[config.mk]
export PLATFORM = sky130hd
export DESIGN_NAME = pixfmt_conv
export DESIGN_NICKNAME = d
export VERILOG_FILES = /design/src/rtl/pixfmt_pkg.sv /design/src/rtl/pixfmt_wr_pack.sv /design/src/rtl/pixfmt_rd_unpack.sv /design/src/rtl/pixfmt_conv.sv
export SDC_FILE = /design/constraint.sdc
export NUM_CORES = 1
export LEC_CHECK = 0
export BUFFER_PORTS_ARGS = -buffer_cell sky130_fd_sc_hd__buf_4
export CELL_PAD_IN_SITES_DETAIL_PLACEMENT = 1
export CELL_PAD_IN_SITES_GLOBAL_PLACEMENT = 2
export CORE_AREA = 4 4 85 87
export CTS_CLUSTER_SIZE = 25
export DETAILED_ROUTE_END_ITERATION = 12
export DIE_AREA = 0 0 89 91
export PLACE_DENSITY_LB_ADDON = 0.1
export SETUP_SLACK_MARGIN = 0.02
export SLEW_MARGIN = 20
export SYNTH_ARGS = -nofsm -noshare
export SYNTH_HDL_FRONTEND = slang
export SYNTH_HIERARCHICAL = 1
export SYNTH_SLANG_ARGS = --single-unit
export TNS_END_PERCENT = 30
[constraint.sdc]
create_clock -name clk -period 3.5 [get_ports clk]
set_input_delay 0 -clock clk [delete_from_list [all_inputs] [get_ports clk]]
set_output_delay 0 -clock clk [all_outputs]
set_load 0.02 [all_outputs]
[src/rtl/pixfmt_pkg.sv]
package pixfmt_pkg;
   timeunit 1ns;
   timeprecision 100ps;

   localparam int RED_W  = 4;
   localparam int GRN_W  = 5;
   localparam int BLU_W  = 3;
   localparam int PIX_W  = RED_W + GRN_W + BLU_W;
   localparam int BYTE_W = 8;

   typedef enum logic [1:0] {
      FMT_8B  = 2'b00,
      FMT_12B = 2'b01,
      FMT_16B = 2'b10,
      FMT_18B = 2'b11
   } fmt_e;

   typedef logic [PIX_W-1:0]  pix_t;
   typedef logic [BYTE_W-1:0] byte_t;

   function automatic pix_t pack_pix(input logic [RED_W-1:0] r,
                                     input logic [GRN_W-1:0] g,
                                     input logic [BLU_W-1:0] b);
      return {r, g, b};
   endfunction

   // index of the byte that closes a group in each format
   function automatic logic [1:0] group_end(input fmt_e f);
      case (f)
         FMT_8B:  return 2'd0;
         FMT_16B: return 2'd1;
         default: return 2'd2;
      endcase
   endfunction
endpackage

[src/rtl/pixfmt_wr_pack.sv]
module pixfmt_wr_pack
   import pixfmt_pkg::*;
(
   input  logic  clk,
   input  logic  rst_n,
   input  logic  clr,
   input  fmt_e  fmt,
   input  logic  stb,
   input  byte_t din,
   output logic  we,
   output pix_t  word
);
   timeunit 1ns;
   timeprecision 100ps;

   logic [1:0] ph_q;
   logic [1:0] ph_end;
   byte_t      b1_q, b2_q;

   always_comb begin
      ph_end = group_end(fmt);
      we     = 1'b0;
      word   = '0;
      unique case (fmt)
         FMT_8B: begin
            we   = stb;
            word = pack_pix({din[7:5], din[7]}, {din[4:2], din[4:3]}, {din[1:0], din[1]});
         end
         FMT_12B: begin
            we   = stb && (ph_q != 2'd0);
            word = (ph_q == 2'd1) ? {b1_q, din[7:4]} : {b2_q[3:0], din};
         end
         FMT_16B: begin
            we   = stb && (ph_q == ph_end);
            word = pack_pix(b1_q[7:4], {b1_q[2:0], din[7:6]}, din[4:2]);
         end
         default: begin
            we   = stb && (ph_q == ph_end);
            word = pack_pix(b1_q[7:4], b2_q[7:3], din[7:5]);
         end
      endcase
   end

   always_ff @(posedge clk or negedge rst_n) begin
      if (!rst_n) begin
         ph_q <= '0;
         b1_q <= '0;
         b2_q <= '0;
      end else if (clr) begin
         ph_q <= '0;
      end else if (stb) begin
         ph_q <= (ph_q == ph_end) ? 2'd0 : ph_q + 2'd1;
         if (ph_q == 2'd0) b1_q <= din;
         if (ph_q == 2'd1) b2_q <= din;
      end
   end
endmodule

[src/rtl/pixfmt_rd_unpack.sv]
module pixfmt_rd_unpack
   import pixfmt_pkg::*;
(
   input  logic  clk,
   input  logic  rst_n,
   input  logic  clr,
   input  logic  req,
   input  pix_t  ram_rdata,
   output logic  ram_re,
   output logic  adv,
   output logic  rd_valid,
   output byte_t rd_byte
);
   timeunit 1ns;
   timeprecision 100ps;

   localparam int LO_W = PIX_W - BYTE_W;

   logic            busy_q;
   logic            vld_q;
   logic            first_q;
   logic [LO_W-1:0] lo_q;

   assign ram_re   = req && !busy_q;
   assign adv      = req && busy_q;
   assign rd_valid = vld_q;
   assign rd_byte  = first_q ? ram_rdata[PIX_W-1:LO_W]
                             : {lo_q, {(BYTE_W-LO_W){1'b0}}};

   always_ff @(posedge clk or negedge rst_n) begin
      if (!rst_n) begin
         busy_q  <= 1'b0;
         vld_q   <= 1'b0;
         first_q <= 1'b0;
         lo_q    <= '0;
      end else begin
         vld_q <= req;
         if (req) first_q <= !busy_q;
         if (clr)      busy_q <= 1'b0;
         else if (req) busy_q <= !busy_q;
         if (vld_q && first_q) lo_q <= ram_rdata[LO_W-1:0];
      end
   end
endmodule

[src/rtl/pixfmt_conv.sv]
module pixfmt_conv
   import pixfmt_pkg::*;
#(
   parameter int         ADDR_W    = 8,
   parameter logic [1:0] RESET_FMT = 2'b00
)(
   input  logic              clk,
   input  logic              rst_n,
   input  logic              soft_rst,
   input  logic              fmt_ld,
   input  logic [1:0]        fmt_in,
   input  logic              ptr_ld,
   input  logic [ADDR_W-1:0] ptr_in,
   input  logic              wr_stb,
   input  logic [7:0]        wr_byte,
   input  logic              rd_req,
   output logic              rd_valid,
   output logic [7:0]        rd_byte,
   output logic              ram_we,
   output logic              ram_re,
   output logic [ADDR_W-1:0] ram_addr,
   output logic [11:0]       ram_wdata,
   input  logic [11:0]       ram_rdata
);
   timeunit 1ns;
   timeprecision 100ps;

   if (ADDR_W < 1 || ADDR_W > 30) begin : g_bad_addr_w
      $error("pixfmt_conv: ADDR_W out of range");
   end
   if (PIX_W != 12 || BYTE_W != 8) begin : g_bad_pix
      $error("pixfmt_conv: pixel or byte width mismatch");
   end

   fmt_e              fmt_q;
   logic [ADDR_W-1:0] ptr_q;
   logic              ctrl;
   logic              wr_ok, rd_ok;
   logic              we_int, adv;

   assign ctrl  = soft_rst || fmt_ld || ptr_ld;
   assign wr_ok = wr_stb && !ctrl;
   assign rd_ok = rd_req && !wr_stb && !ctrl;

   always_ff @(posedge clk or negedge rst_n) begin
      if (!rst_n) begin
         fmt_q <= fmt_e'(RESET_FMT);
         ptr_q <= '0;
      end else if (soft_rst) begin
         fmt_q <= fmt_e'(RESET_FMT);
         ptr_q <= '0;
      end else begin
         if (fmt_ld) fmt_q <= fmt_e'(fmt_in);
         if (ptr_ld)               ptr_q <= ptr_in;
         else if (we_int || adv)   ptr_q <= ptr_q + 1'b1;
      end
   end

   pixfmt_wr_pack u_wr (
      .clk   (clk),
      .rst_n (rst_n),
      .clr   (ctrl),
      .fmt   (fmt_q),
      .stb   (wr_ok),
      .din   (wr_byte),
      .we    (we_int),
      .word  (ram_wdata)
   );

   pixfmt_rd_unpack u_rd (
      .clk       (clk),
      .rst_n     (rst_n),
      .clr       (ctrl),
      .req       (rd_ok),
      .ram_rdata (ram_rdata),
      .ram_re    (ram_re),
      .adv       (adv),
      .rd_valid  (rd_valid),
      .rd_byte   (rd_byte)
   );

   assign ram_we   = we_int;
   assign ram_addr = ptr_q;
endmodule

==> Word-level counts from Yosys, hierarchy flattened <==
Index checks and enable logic that the tools add are counted.
{ "classes": {"bitwise": 1, "eq_ne": 4, "n_addsub": 2, "n_mux": 15, "n_reduce_logical": 23} }
{ "ops": {"columns": ["cell", "count"], "rows": [
  ["12-bit one-hot mux with 3 select lines", 1],
  ["8-bit two-way mux", 4],
  ["12-bit two-way mux", 1],
  ["2-bit two-way mux", 5],
  ["8-bit by 1-bit adder with 8-bit output, second input constant", 1],
  ["1-bit logical AND", 8],
  ["2-bit nonzero test", 4],
  ["3-bit AND reduction", 2],
  ["2-bit by 1-bit == test with 1-bit output, second input constant", 2],
  ["2-bit zero test", 2],
  ["2-bit one-hot mux with 2 select lines", 1],
  ["1-bit zero test", 3],
  ["1-bit logical OR", 3],
  ["3-bit nonzero test", 1],
  ["2-bit by 1-bit adder with 2-bit output, second input constant", 1],
  ["2-bit == test", 1],
  ["2-bit == test, second input constant", 1],
  ["1-bit two-way mux", 2],
  ["1-bit one-hot mux with 2 select lines", 1],
  ["1-bit inverter", 1]
]} }
{ "word_totals": {"regBits": 35, "elab_cells": 54, "inputBits": 37, "output_inout_bits": 31} }

==> Logic depth before layout (Yosys ltp) <==
Gate-level depths: netlist of run 1.
{ "depth": {"ltp_word": 10, "mapped_depth": 8, "ltp_nobuf": 7} }

==> Modules after synthesis <==
The synthesis of run 1 kept the hierarchy.
{ "by_module_without_submodules": {"columns": ["module", "seq_area_each_um2", "n_inst", "area_each_um2", "cells_each"], "rows": [
  ["pixfmt_wr_pack", 450.4, 1, 1193.6, 99],
  ["pixfmt_conv", 250.2, 1, 596.8, 65],
  ["pixfmt_rd_unpack", 175.2, 1, 365.4, 27]
]} }

==> Worst setup path before layout of run 1 <==
No wires, ideal clock.
{ "synth_timing": {"kind": "register -> register", "from": "register fmt_q[0]", "to": "register ptr_q[5], in the netlist ram_addr[5]", "t_arrival_ps": 1984, "stages_incl_launch_ff": 9, "setup_ps": 126, "slack_ps": 1390, "n_path_buf": 2, "synth_period_minus_slack_ps": 2110, "required_time_ps": 3374, "path_cell_list": "dfrtp_1 > buf_4 > buf_6 > nand2_1 > nor3b_1 > o31a_1 > nor2_1 > o31a_1 > o311a_1"} }
{ "synth_between": {"elab_chain_len": 7, "elab_cells_between_ends": 9, "cone_classes": "eq/ne: 3; mux: 2; reduce/logical: 4"} }
{ "synth_rtl": {"columns": ["item", "line", "text"], "rows": [
  ["start, declared", "pixfmt_conv.sv:35", "fmt_e fmt_q;"],
  ["start signal, assigned", "pixfmt_conv.sv:47", "fmt_q <= fmt_e'(RESET_FMT);"],
  ["start signal, assigned", "pixfmt_conv.sv:50", "fmt_q <= fmt_e'(RESET_FMT);"],
  ["start signal, assigned", "pixfmt_conv.sv:53", "if (fmt_ld) fmt_q <= fmt_e'(fmt_in);"],
  ["2-bit == test / 2-bit zero test (equally long branches)", "pixfmt_pkg.sv:29, pixfmt_wr_pack.sv:24", null],
  ["2-bit one-hot mux with 2 select lines", "pixfmt_pkg.sv:29", "case (f)"],
  ["2-bit == test", "pixfmt_wr_pack.sv:34, pixfmt_wr_pack.sv:38", null],
  ["1-bit logical AND", "pixfmt_wr_pack.sv:34, pixfmt_wr_pack.sv:38", null],
  ["1-bit one-hot mux with 2 select lines (*)", "pixfmt_wr_pack.sv:24", "unique case (fmt)"],
  ["via ram_we", "pixfmt_conv.sv:19", "output logic ram_we,"],
  ["1-bit logical OR (*)", "pixfmt_conv.sv:55", "else if (we_int || adv) ptr_q <= ptr_q + 1'b1;"],
  ["3-bit nonzero test (no source line) (*)", null, null],
  ["end signal, assigned", "pixfmt_conv.sv:54", "if (ptr_ld) ptr_q <= ptr_in;"],
  ["end signal, assigned", "pixfmt_conv.sv:55", null],
  ["end, declared", "pixfmt_conv.sv:36", "logic [ADDR_W-1:0] ptr_q;"]
]} }
The timed path passes the listed nets; every way through them passes the cells marked *.
A chain may end at the register's enable or synchronous reset.

==> Worst setup path in the final report of run 1 <==
{ "layout_timing": {"from": "input soft_rst", "to": "register ptr_q[0], in the netlist ram_addr[0]"} }
{ "layout_between": {"elab_cells_between_ends": 12, "cone_classes": "mux: 2; reduce/logical: 10"} }
{ "layout_lines": {"columns": ["item", "line", "text"], "rows": [
  ["start, declared", "pixfmt_conv.sv:9", "input logic soft_rst,"],
  ["1-bit logical OR (2 in a row)", "pixfmt_conv.sv:41", "assign ctrl = soft_rst || fmt_ld || ptr_ld;"],
  ["via ctrl", "pixfmt_conv.sv:37", "logic ctrl;"],
  ["1-bit zero test", "pixfmt_conv.sv:43", "assign rd_ok = rd_req && !wr_stb && !ctrl;"],
  ["1-bit logical AND", "pixfmt_conv.sv:43", null],
  ["via rd_ok", "pixfmt_conv.sv:38", "logic wr_ok, rd_ok;"],
  ["1-bit logical AND", "pixfmt_rd_unpack.sv:25", "assign adv = req && busy_q;"],
  ["via adv", "pixfmt_conv.sv:39", "logic we_int, adv;"],
  ["1-bit logical OR", "pixfmt_conv.sv:55", null],
  ["3-bit nonzero test (no source line)", null, null]
]} }
The timed path passes the listed nets, and every way through them passes these cells.

==> results.md, run 1 <==
- Type of the worst min-delay path: primary input to flop
- Achievable Freq: 0.369 GHz
- Sequential share of power: 0.443
- TritonCTS Sinks: 35
- Setup Viol. Count Final: 0
- Seq cells post-synth: 35
- Post-synthesis mux area share: 0.253
- Die ar.: between 8000 and 9000 um2
- PD cells: 347 nW/um2
- Post-Syn Instances: 191
- CTS Buf Count: 5
- DR WL/cell: 16.7 um
- Switching power: 0.000305 W
- Synthesized area: 2160 um2
- Worst hold slack: 4.05 ps
- TritonCTS clock tree: yes
- # rows: 29
- First-pass GRT wire length: 9.97 mm
- Setup crit end kind: flop
- Max IR drop VDD: 0.192 mV
- Switching Share: 0.293
- RSZ-0062 raised after global routing: false
- Buffers on Ports: 67
- Synth warnings: 6
- Yosys cell types: 44
- CTS resizes: 0
- Clock Pin Slew Worst Setup and Hold Paths: around 70 ps
- Max H-tree Level: 2
- Worst path top cell family by delay: simple AND/OR/NAND/NOR gates
- Worst r2r dst: ram_addr[0]
- Max stage delay cell, worst path: dlygate4sd3_1
- Final slew viol count: 0
- Number of global-route vias before repair: 1998
- Compound-cell area share of the yosys netlist: 0.127
- Drc violations: 0
- GRT overflow: 0
- Adder-Cell Fraction of Synth Area: 0.0232
- Boundary Pins: 68
- Die Ht: about 91 um
- Cell-internal power: 0.000737 W
- Simple-gate share of the synthesized area: 0.135
- Prevailing post-synth register cell: dfrtp_1
- Iter 0 DRT Violations: 47
- Post-synth ARST share: 1.00
- Post-Synth XOR/XNOR Area: 0.0122
- Largest net degree at the start of global routing: 36
- # Max-Cap Violations: 0
- Crit path cell chain: dlygate4sd3_1 > buf_4 > or3_1 > nor3b_1 > and2_1 > or3_1 > nand3_1 > a21oi_1 > dlygate4sd3_1
- Critical R2R Launch: fmt_q[0]
- EDFF count, synth: 0
- Avg Cell Area, Syn: 11.3 um2
- Routability congestion estimate: 0.744
- CP peak stage delay: between 500 and 600 ps
- WP data arrival: around 2900 ps
- Clk_lat worst skew: a little under 300 ps
- Worst hold stages: 2
- First-pass detailed-route iteration total: 4
- Vias/cell: 5.23
- Initial core utilization: 0.340
- Root Driver: clkbuf_8
- # nets final: 319
- Wirelength, routed: about 5.9 mm
- Fin crit period: 2710 ps
- CP Launch Type: primary input
- Period utilization: 0.774
- Synth Net Count: 232
- Status: complete, no violations
- Area grow syn2layout: 39.2%
- R2R setup slack: 1000 ps
- CP Data Required Time: 3730 ps
- GRT Util Overall: 0.156
- Core ar.: roughly 6300 um2
- Crit path max fanout: 12
- Antenna-violating nets left: 0
- ANT cells: 0
- Initial antenna violation count: 0
- Reg2reg path depth: 7
- Clock Tree Buf Depth: 2
- Hold EP: u_wr/b1_q[7]
- Critical path class: primary input to flop
- Logic pwr share: 0.257
- Layout cells sized above 1: 0.416
- Postcts setup bufs: 0
- DR vias: about 1900
- Hold_sp: wr_byte[7]
- Sequential fraction of the synthesis area: 0.406
- Slew HR: 0.501
- Leakage: between 1 and 1.5 nW
- Setup TNS: 0 ps
- Clk pwr share: 0.300
- Final hold violations: 0
- Worst clock skew: 3.52 ps
- Measured slew at the worst slew-check pin: roughly 750 ps
- Horiz. Die Dim: 89 um
- Buf/Inv on CP: 3
- Combinational family with the most area after synthesis: multiplexers
- Post-DP HPWL: 4.26 mm
## worst max-delay path by stage
stage	startpoint	end	slack [ps]	cells after the start
final	soft_rst	ram_addr[0]	790	9
after global routing	soft_rst	ram_addr[0]	510	9
after CTS	soft_rst	ram_addr[0]	790	9
after detailed placement	soft_rst	ram_addr[5]	1090	7
after global placement	soft_rst	ram_addr[5]	1160	7
after floorplan	fmt_q[0]	ram_addr[5]	1390	8
## flip-flops by register name (all words and copies together) (netlist names)
name and flops:
ram_addr 8, u_rd/busy_q 1, u_wr/b1_q 8, u_rd/rd_valid 1
u_wr/b2_q 8, u_rd/lo_q 4, fmt_q 2, u_rd/first_q 1
u_wr/ph_q 2
## cells by family (layout without fill, tap and decap cells)
logic type / after synthesis / in the layout
AO/OA/AOI/OAI: 38 / 38
XOR/XNOR: 3 / 3
adder cells (fa/ha/maj): 4 / 4
buffers and inverters: 15 / 103
flip-flops: 35 / 35
multiplexers: 41 / 41
AND/OR/NAND/NOR: 55 / 55
## cells in the mapped netlist, types with 3 or more instances
cell	number	area (um2)
a21oi_1	12	60.1
a311oi_1	5	43.8
and2_2	4	30.0
buf_2	4	20.0
buf_6	4	45.0
dfrtp_1	35	876
ha_1	4	50.1
inv_1	4	15.0
mux2_1	4	45.0
mux2_2	20	225
mux2_4	6	90.1
mux2i_1	5	50.1
mux4_2	6	135
nand2_1	7	26.3
nand2b_1	3	18.8
nand3_1	4	20.0
nor2_1	19	71.3
o21ai_0	4	20.0
o22a_1	4	35.0
or3_1	5	31.3
## power groups by stage
stage	clock, W	combinational (W)	sequential, W
floorplan	0	0.000147	0.000459
global placement	0	0.000249	0.000471
detailed placement	0	0.000250	0.000471
CTS	0.000326	0.000271	0.000463
global route	0.000341	0.000291	0.000468
finish	0.000312	0.000268	0.000462
## per-layer routing
metal | GRT usage | vias up | part of all wire
li1 | - | 882 | -
met1 | 0.208 | 925 | 0.45
met2 | 0.256 | 49 | 0.49
met3 | 0.0317 | 6 | 0.047
met4 | 0.0409 | 0 | 0.0076
met5 | 0 | - | 0
## timing repair
| item | in CTS | in global routing |
|---|---|---|
| endpoints found under the setup margin | 0 | 0 |
| hold endpoints to repair | 60 | 0 |
| hold buffers | 22 | 0 |
## cell type report
cell class / instances / area [um2]
Timing Repair Buffer: 90 / 731
Clock buffer: 7 / 86.3
Tap cell: 77 / 96.3
Sequential cell: 35 / 876
Inverter: 5 / 18.8
Clock inverter: 1 / 8.76
Fill cell: 714 / 3350
Multi-Input combinational cell: 141 / 1180
## placed cells by master (no fill, tap or decap), drive strengths merged, types with 2 or more instances in the layout
cell / Yosys / final
a21boi: 2 / 2
o31a: 2 / 2
nand3: 4 / 4
nand4: 2 / 2
a311oi: 5 / 5
xor2: 2 / 2
nand2: 8 / 8
mux4: 6 / 6
buf: 9 / 68
clkbuf: 1 / 7
mux2: 30 / 30
ha: 4 / 4
nor2: 19 / 19
nand2b: 3 / 3
and2: 6 / 6
o21ai: 5 / 5
o2111ai: 2 / 2
a21oi: 12 / 12
o22a: 4 / 4
mux2i: 5 / 5
dfrtp: 35 / 35
a211oi: 2 / 2
inv: 5 / 5
dlygate4sd3: 0 / 22
nor3b: 2 / 2
or3: 5 / 5
## per-stage QoR
step	util	instance area [um2]	std cells	power, W	setup WS, ps
after floorplan	-	2160	191	0.000606	1390
after global placement	0.423	2690	326	0.000720	1160
after detailed placement	0.423	2690	326	0.000722	1090
after CTS	0.473	3000	356	0.00106	790
after global routing	0.473	3000	356	0.00110	511
final	0.473	3000	356	0.00104	792
No activity file was read; power rests on OpenSTA's default activity.
==> run 2, diff against run 1 <==
--- a/config.mk
+++ b/config.mk
@@ -8,10 +8,10 @@
 export BUFFER_PORTS_ARGS = -buffer_cell sky130_fd_sc_hd__buf_4
 export CELL_PAD_IN_SITES_DETAIL_PLACEMENT = 1
 export CELL_PAD_IN_SITES_GLOBAL_PLACEMENT = 2
-export CORE_AREA = 4 4 85 87
+export CORE_AREA = 4 4 92 94
 export CTS_CLUSTER_SIZE = 25
 export DETAILED_ROUTE_END_ITERATION = 12
-export DIE_AREA = 0 0 89 91
+export DIE_AREA = 0 0 96 98
 export PLACE_DENSITY_LB_ADDON = 0.1
 export SETUP_SLACK_MARGIN = 0.02
 export SLEW_MARGIN = 20
==> constraint.sdc (replaced) <==
create_clock -name clk -period 2.25 [get_ports clk]
set_input_delay 0 -clock clk [delete_from_list [all_inputs] [get_ports clk]]
set_output_delay 0 -clock clk [all_outputs]
set_load 0.02 [all_outputs]
==> run 2 against run 1 <==
Largest cell class unchanged. Clock skew grew 1.4 ps. Critical path type is now flop to primary output. Sequential cell count did not move. Die area is 16% higher.
==> results.md, run 2 (synthesis results as in run 1) <==
- Clock Pin Slew Worst Setup and Hold Paths: 80 ps
- Crit path max fanout: 7
- CP Data Required Time: 2250 ps
- Max stage delay cell, worst path: mux4_2
- Final slew viol count: 0
- Wirelength, routed: 6.16 mm
- Max IR drop VDD: roughly 0.27 mV
- Area grow syn2layout: 46.4%
- R2R setup slack: 170 ps
- Achievable Freq: 0.462 GHz
- CTS Buf Count: 5
- Commonest non-fill, non-tap cell in the layout: buf_4
- Boundary Pins: 68
- Worst clock skew: between 4 and 5 ps
- Initial antenna violation count: 0
- DR vias: 1878
- Horiz. Die Dim: around 96 um
- Period utilization: 0.961
- # rows: 32
- # nets final: about 330
- Critical R2R Launch: fmt_q[0]
- Routability congestion estimate: 0.708
- First-pass detailed-route iteration total: 4
- GRT Util Overall: 0.136
- Number of global-route vias before repair: about 2000
- Largest net degree at the start of global routing: 36
- Placement Setup Slack: about 180 ps
- TritonCTS Sinks: 35
- Final hold violations: 0
- Critical path class: flop to primary output
- WP data arrival: between 2000 and 2500 ps
- Core ar.: 7650 um2
- Fin crit period: 2160 ps
- Post-DP HPWL: 4.44 mm
- CP Launch Type: flop
- Util after Layout: 0.413
- Clock Tree Buf Depth: 2
- Type of the worst min-delay path: primary input to flop
- Vias/cell: 4.80
- TritonCTS clock tree: yes
- First-pass GRT wire length: 10.1 mm
- # Max-Cap Violations: 0
- Max H-tree Level: 2
- GRT overflow: 0
- Initial core utilization: 0.282
- PD cells: just under 600 nW/um2
- Crit path cell chain: inv_1 > ha_1 > mux2_1 > mux4_2 > buf_4
- Worst setup margin: 87.7 ps
- Drc violations: 0
- Slew HR: 0.686
- Iter 0 DRT Violations: 50
- CP peak stage delay: 460 ps
- Post-layout power: 0.00184 W
- Buffers on Ports: between 60 and 70
- Status: complete, no violations
- Root Driver: clkbuf_8
- ANT cells: 0
- Layout cells sized above 1: 0.429
- Clk_lat worst skew: 290 ps
- Antenna-violating nets left: 0
- Setup crit end kind: primary output
- CTS resizes: 0
- Measured slew at the worst slew-check pin: 471 ps
- Worst hold slack: 12.7 ps
- DR WL/cell: between 15 and 20 um
- Leakage: roughly 1.4 nW
- Setup Viol. Count Final: 0
- Die ar.: 9410 um2
- Die Ht: between 90 and 100 um
- Critical Path Start: u_wr/ph_q[1]
- Most frequent cells in the layout: 75 x buf_4, 35 x dfrtp_1, 25 x dlygate4sd3_1
- Hold_sp: wr_byte[7]
- RSZ-0062 raised after global routing: true
-- run 2: cell types whose count changed in the layout (fill, tap and decap cells not counted), sizes merged --
cell	previous run	this run
dlygate4sd3	22	25
clkinv	1	0
buf	68	75
clkinvlp	0	1
bufinv	0	2
clkbuf	7	5
-- run 2: worst paths after layout --
kind | end | cells past startpoint
setup / recovery | ram_wdata[5] | 5
hold / removal | u_wr/b1_q[7] | 2
setup reg to reg | fmt_q[0] | 5
hold reg to reg | u_rd/lo_q[2] | 1
max in group asynchronous | fmt_q[1] | 2
min in group asynchronous | u_wr/b2_q[3] | 2
-- run 2: final cells by class --
cell class	count	area [um2]
Fill cell	876	4490
Multi-Input combinational cell	141	1180
Sequential cell	35	876
Timing Repair Buffer	100	813
Tap cell	102	128
Clock buffer	5	68.8
Clock inverter	3	67.6
Inverter	5	18.8
-- run 2: per-layer routing --
layer	track usage	wire, um	part of all wire
met5	0	0	0
met4	0.0328	56	0.0091
met3	0.0324	339	0.055
met2	0.217	2920	0.47
met1	0.183	2840	0.46
-- run 2: report_power, final --
group	internal, W	switching (W)	total, W
Combinational	0.000236	0.000200	0.000436
Clock	0.000442	0.000249	0.000692
Sequential	0.000667	0.0000426	0.000709
-- run 2: metrics by stage --
| stage | setup TNS [ps] | std cells | instance area [um2] |
|---|---|---|---|
| floorplan | 0 | 191 | 2160 |
| global route | -55.0 | 391 | 3160 |
| global placement | 0 | 358 | 2770 |
| detailed placement | 0 | 358 | 2770 |
| finish | 0 | 391 | 3160 |
| CTS | 0 | 391 | 3160 |
-- run 2: timing repair --
action,4_1_cts,5_1_grt
setup buffers,0,0
hold buffers,25,0
setup endpoints to repair,0,6
hold endpoints to repair,58,0
-- run 2: worst max-delay path: cells and delay by family, from the launching register on --
kind                     cells  cell delay (ps)
adder cells (fa/ha/maj)      1              340
buffers and inverters        2              290
flip-flops                   1              430
multiplexers                 2              810
==> run 3, diff against run 2 <==
--- a/config.mk
+++ b/config.mk
@@ -13,6 +13,7 @@
 export DETAILED_ROUTE_END_ITERATION = 12
 export DIE_AREA = 0 0 96 98
 export PLACE_DENSITY_LB_ADDON = 0.1
+export RECOVER_POWER = 25
 export SETUP_SLACK_MARGIN = 0.02
 export SLEW_MARGIN = 20
 export SYNTH_ARGS = -nofsm -noshare
==> run 3 against run 2 <==
First-iteration DRC count unchanged. Non-clock buffer count unchanged. Cell count unchanged. Count of clock-buffer cells in the layout unchanged. Worst setup slack unchanged. Via count unchanged. Power about the same. Register-to-register slack about the same. Routed wire length unchanged. Final area about the same. Largest power group unchanged.
==> results.md, run 3 (synthesis results as in run 1) <==
- Final slew viol count: 0
- Reg2reg path depth: 5
- Worst path depth: 5
- Area grow syn2layout: 46.3%
- WL met1: between 2 and 3 mm
- Post-layout power: 0.00184 W
- Crit path cell chain: inv_1 > ha_1 > mux2_1 > mux4_2 > buf_4
- CTS resizes: 0
- R2R setup slack: around 170 ps
- Number of global-route vias before repair: between 1500 and 2000
- Commonest non-fill, non-tap cell in the layout: buf_4
- Util after Layout: 0.412
- Met3 wire length: 339 um
- # Max-Cap Violations: 0
- TritonCTS Sinks: 35
- Horiz. Die Dim: 96 um
- WP data arrival: 2160 ps
- Max H-tree Level: 2
- DR vias: 1878
- Post-DP HPWL: about 4.4 mm
- Routability congestion estimate: 0.708
- PD cells: 582 nW/um2
- Critical R2R Launch: fmt_q[0]
- Boundary Pins: 68
- Crit path max fanout: 7
- Layout cells sized above 1: 0.429
- Achievable Freq: 0.462 GHz
- Worst path top cell family by delay: multiplexers
- Most frequent cells in the layout: 74 x buf_4, 35 x dfrtp_1, 25 x dlygate4sd3_1
- Buffers on Ports: between 60 and 70
- TritonCTS clock tree: yes
- Placement Setup Slack: 178 ps
- Root Driver: clkbuf_8
- CTS Buf Count: 5
- Worst r2r dst: fmt_q[0]
- GRT Util Overall: 0.136
- Leakage: 1.43 nW
- Max stage delay cell, worst path: mux4_2
- Clk_lat worst skew: ~290 ps
- ANT cells: 0
- Worst setup margin: 87.7 ps
- Setup Viol. Count Final: 0
- Status: complete, no violations
- Slew HR: 0.383
- CP peak stage delay: between 400 and 500 ps
- Vias/cell: 4.80
- Initial antenna violation count: 0
- First-pass GRT wire length: 10.1 mm
- Postcts setup bufs: 0
- Fill cells: 876
- Antenna-violating nets left: 0
- RSZ-0062 raised after global routing: true
- Buf/Inv on CP: 2
- Critical path class: flop to primary output
- Core ar.: between 7000 and 8000 um2
- Clock Pin Slew Worst Setup and Hold Paths: roughly 80 ps
- Period utilization: 0.961
- Die Ht: 98 um
- Met2 WL: 2.92 mm
- Critical Path Start: u_wr/ph_q[1]
- # nets final: 329
- Measured slew at the worst slew-check pin: 925 ps
- GRT overflow: 0
- Largest net degree at the start of global routing: 36
- Worst clock skew: 4.96 ps
- Iter 0 DRT Violations: 50
- Die ar.: 9410 um2
- Fin crit period: between 2000 and 2500 ps
- CP Data Required Time: between 2000 and 2500 ps
- Setup crit end kind: primary output
- First-pass detailed-route iteration total: 4
- Clock Tree Buf Depth: 2
- Type of the worst min-delay path: primary input to flop
- # rows: 32
- Final hold violations: 0
- DR WL/cell: 15.7 um
- Initial core utilization: 0.282
- Drc violations: 0
- CP endpoint: ram_wdata[5]
- Max IR drop VDD: 0.269 mV
- Wirelength, routed: roughly 6.2 mm
- CP Launch Type: flop
- Max Used Layer: met4
==> run 3: final cells by class <==
| cell class | instances | area, um2 | share of cell area |
|---|---|---|---|
| Clock buffer | 5 | 68.8 | 0.0218 |
| Multi-Input combinational cell | 141 | 1180 | 0.376 |
| Inverter | 5 | 18.8 | 0.00595 |
| Sequential cell | 35 | 876 | 0.278 |
| Timing Repair Buffer | 100 | 811 | 0.257 |
| Tap cell | 102 | 128 | 0.0405 |
| Clock inverter | 3 | 67.6 | 0.0214 |
==> run 3: timing repair <==
action / CTS / global route
hold endpoints to repair: 58 / 0
endpoints found under the setup margin: 0 / 6
hold buffers: 25 / 0
==> run 3: worst min path at each step <==
stage               startpoint      endpoint  slack, ps  cells past startpoint
global placement         rst_n  u_rd/lo_q[3]          1                      1
global route        wr_byte[7]  u_wr/b1_q[7]          7                      2
finish              wr_byte[7]  u_wr/b1_q[7]         10                      2
detailed placement       rst_n  u_rd/lo_q[3]          2                      1
CTS                 wr_byte[7]  u_wr/b1_q[7]          2                      2
floorplan                rst_n      fmt_q[0]       -300                      0
==> run 3: where the power goes <==
group / switching (W) / total [W] / internal, W
registers: 0.0000426 / 0.000709 / 0.000667
logic: 0.000200 / 0.000436 / 0.000236
clock network: 0.000249 / 0.000692 / 0.000442
total: 0.000492 / 0.00184 / 0.00134
==> run 3: routing by layer <==
metal,global-route usage,vias to the layer above
met5,0,-
met4,0.0328,0
met3,0.0324,7
met2,0.217,49
met1,0.183,922
li1,-,900
==> run 3: through the flow <==
stage / cell area [um2] / cells / hold WS (ps) / setup TNS [ps]
finish: 3150 / 391 / 12.7 / 0
CTS: 3160 / 391 / 1.95 / 0
floorplan: 2160 / 191 / -296 / 0
global placement: 2770 / 358 / 1.26 / 0
detailed placement: 2770 / 358 / 1.98 / 0
global route: 3150 / 391 / 7.04 / -55.0
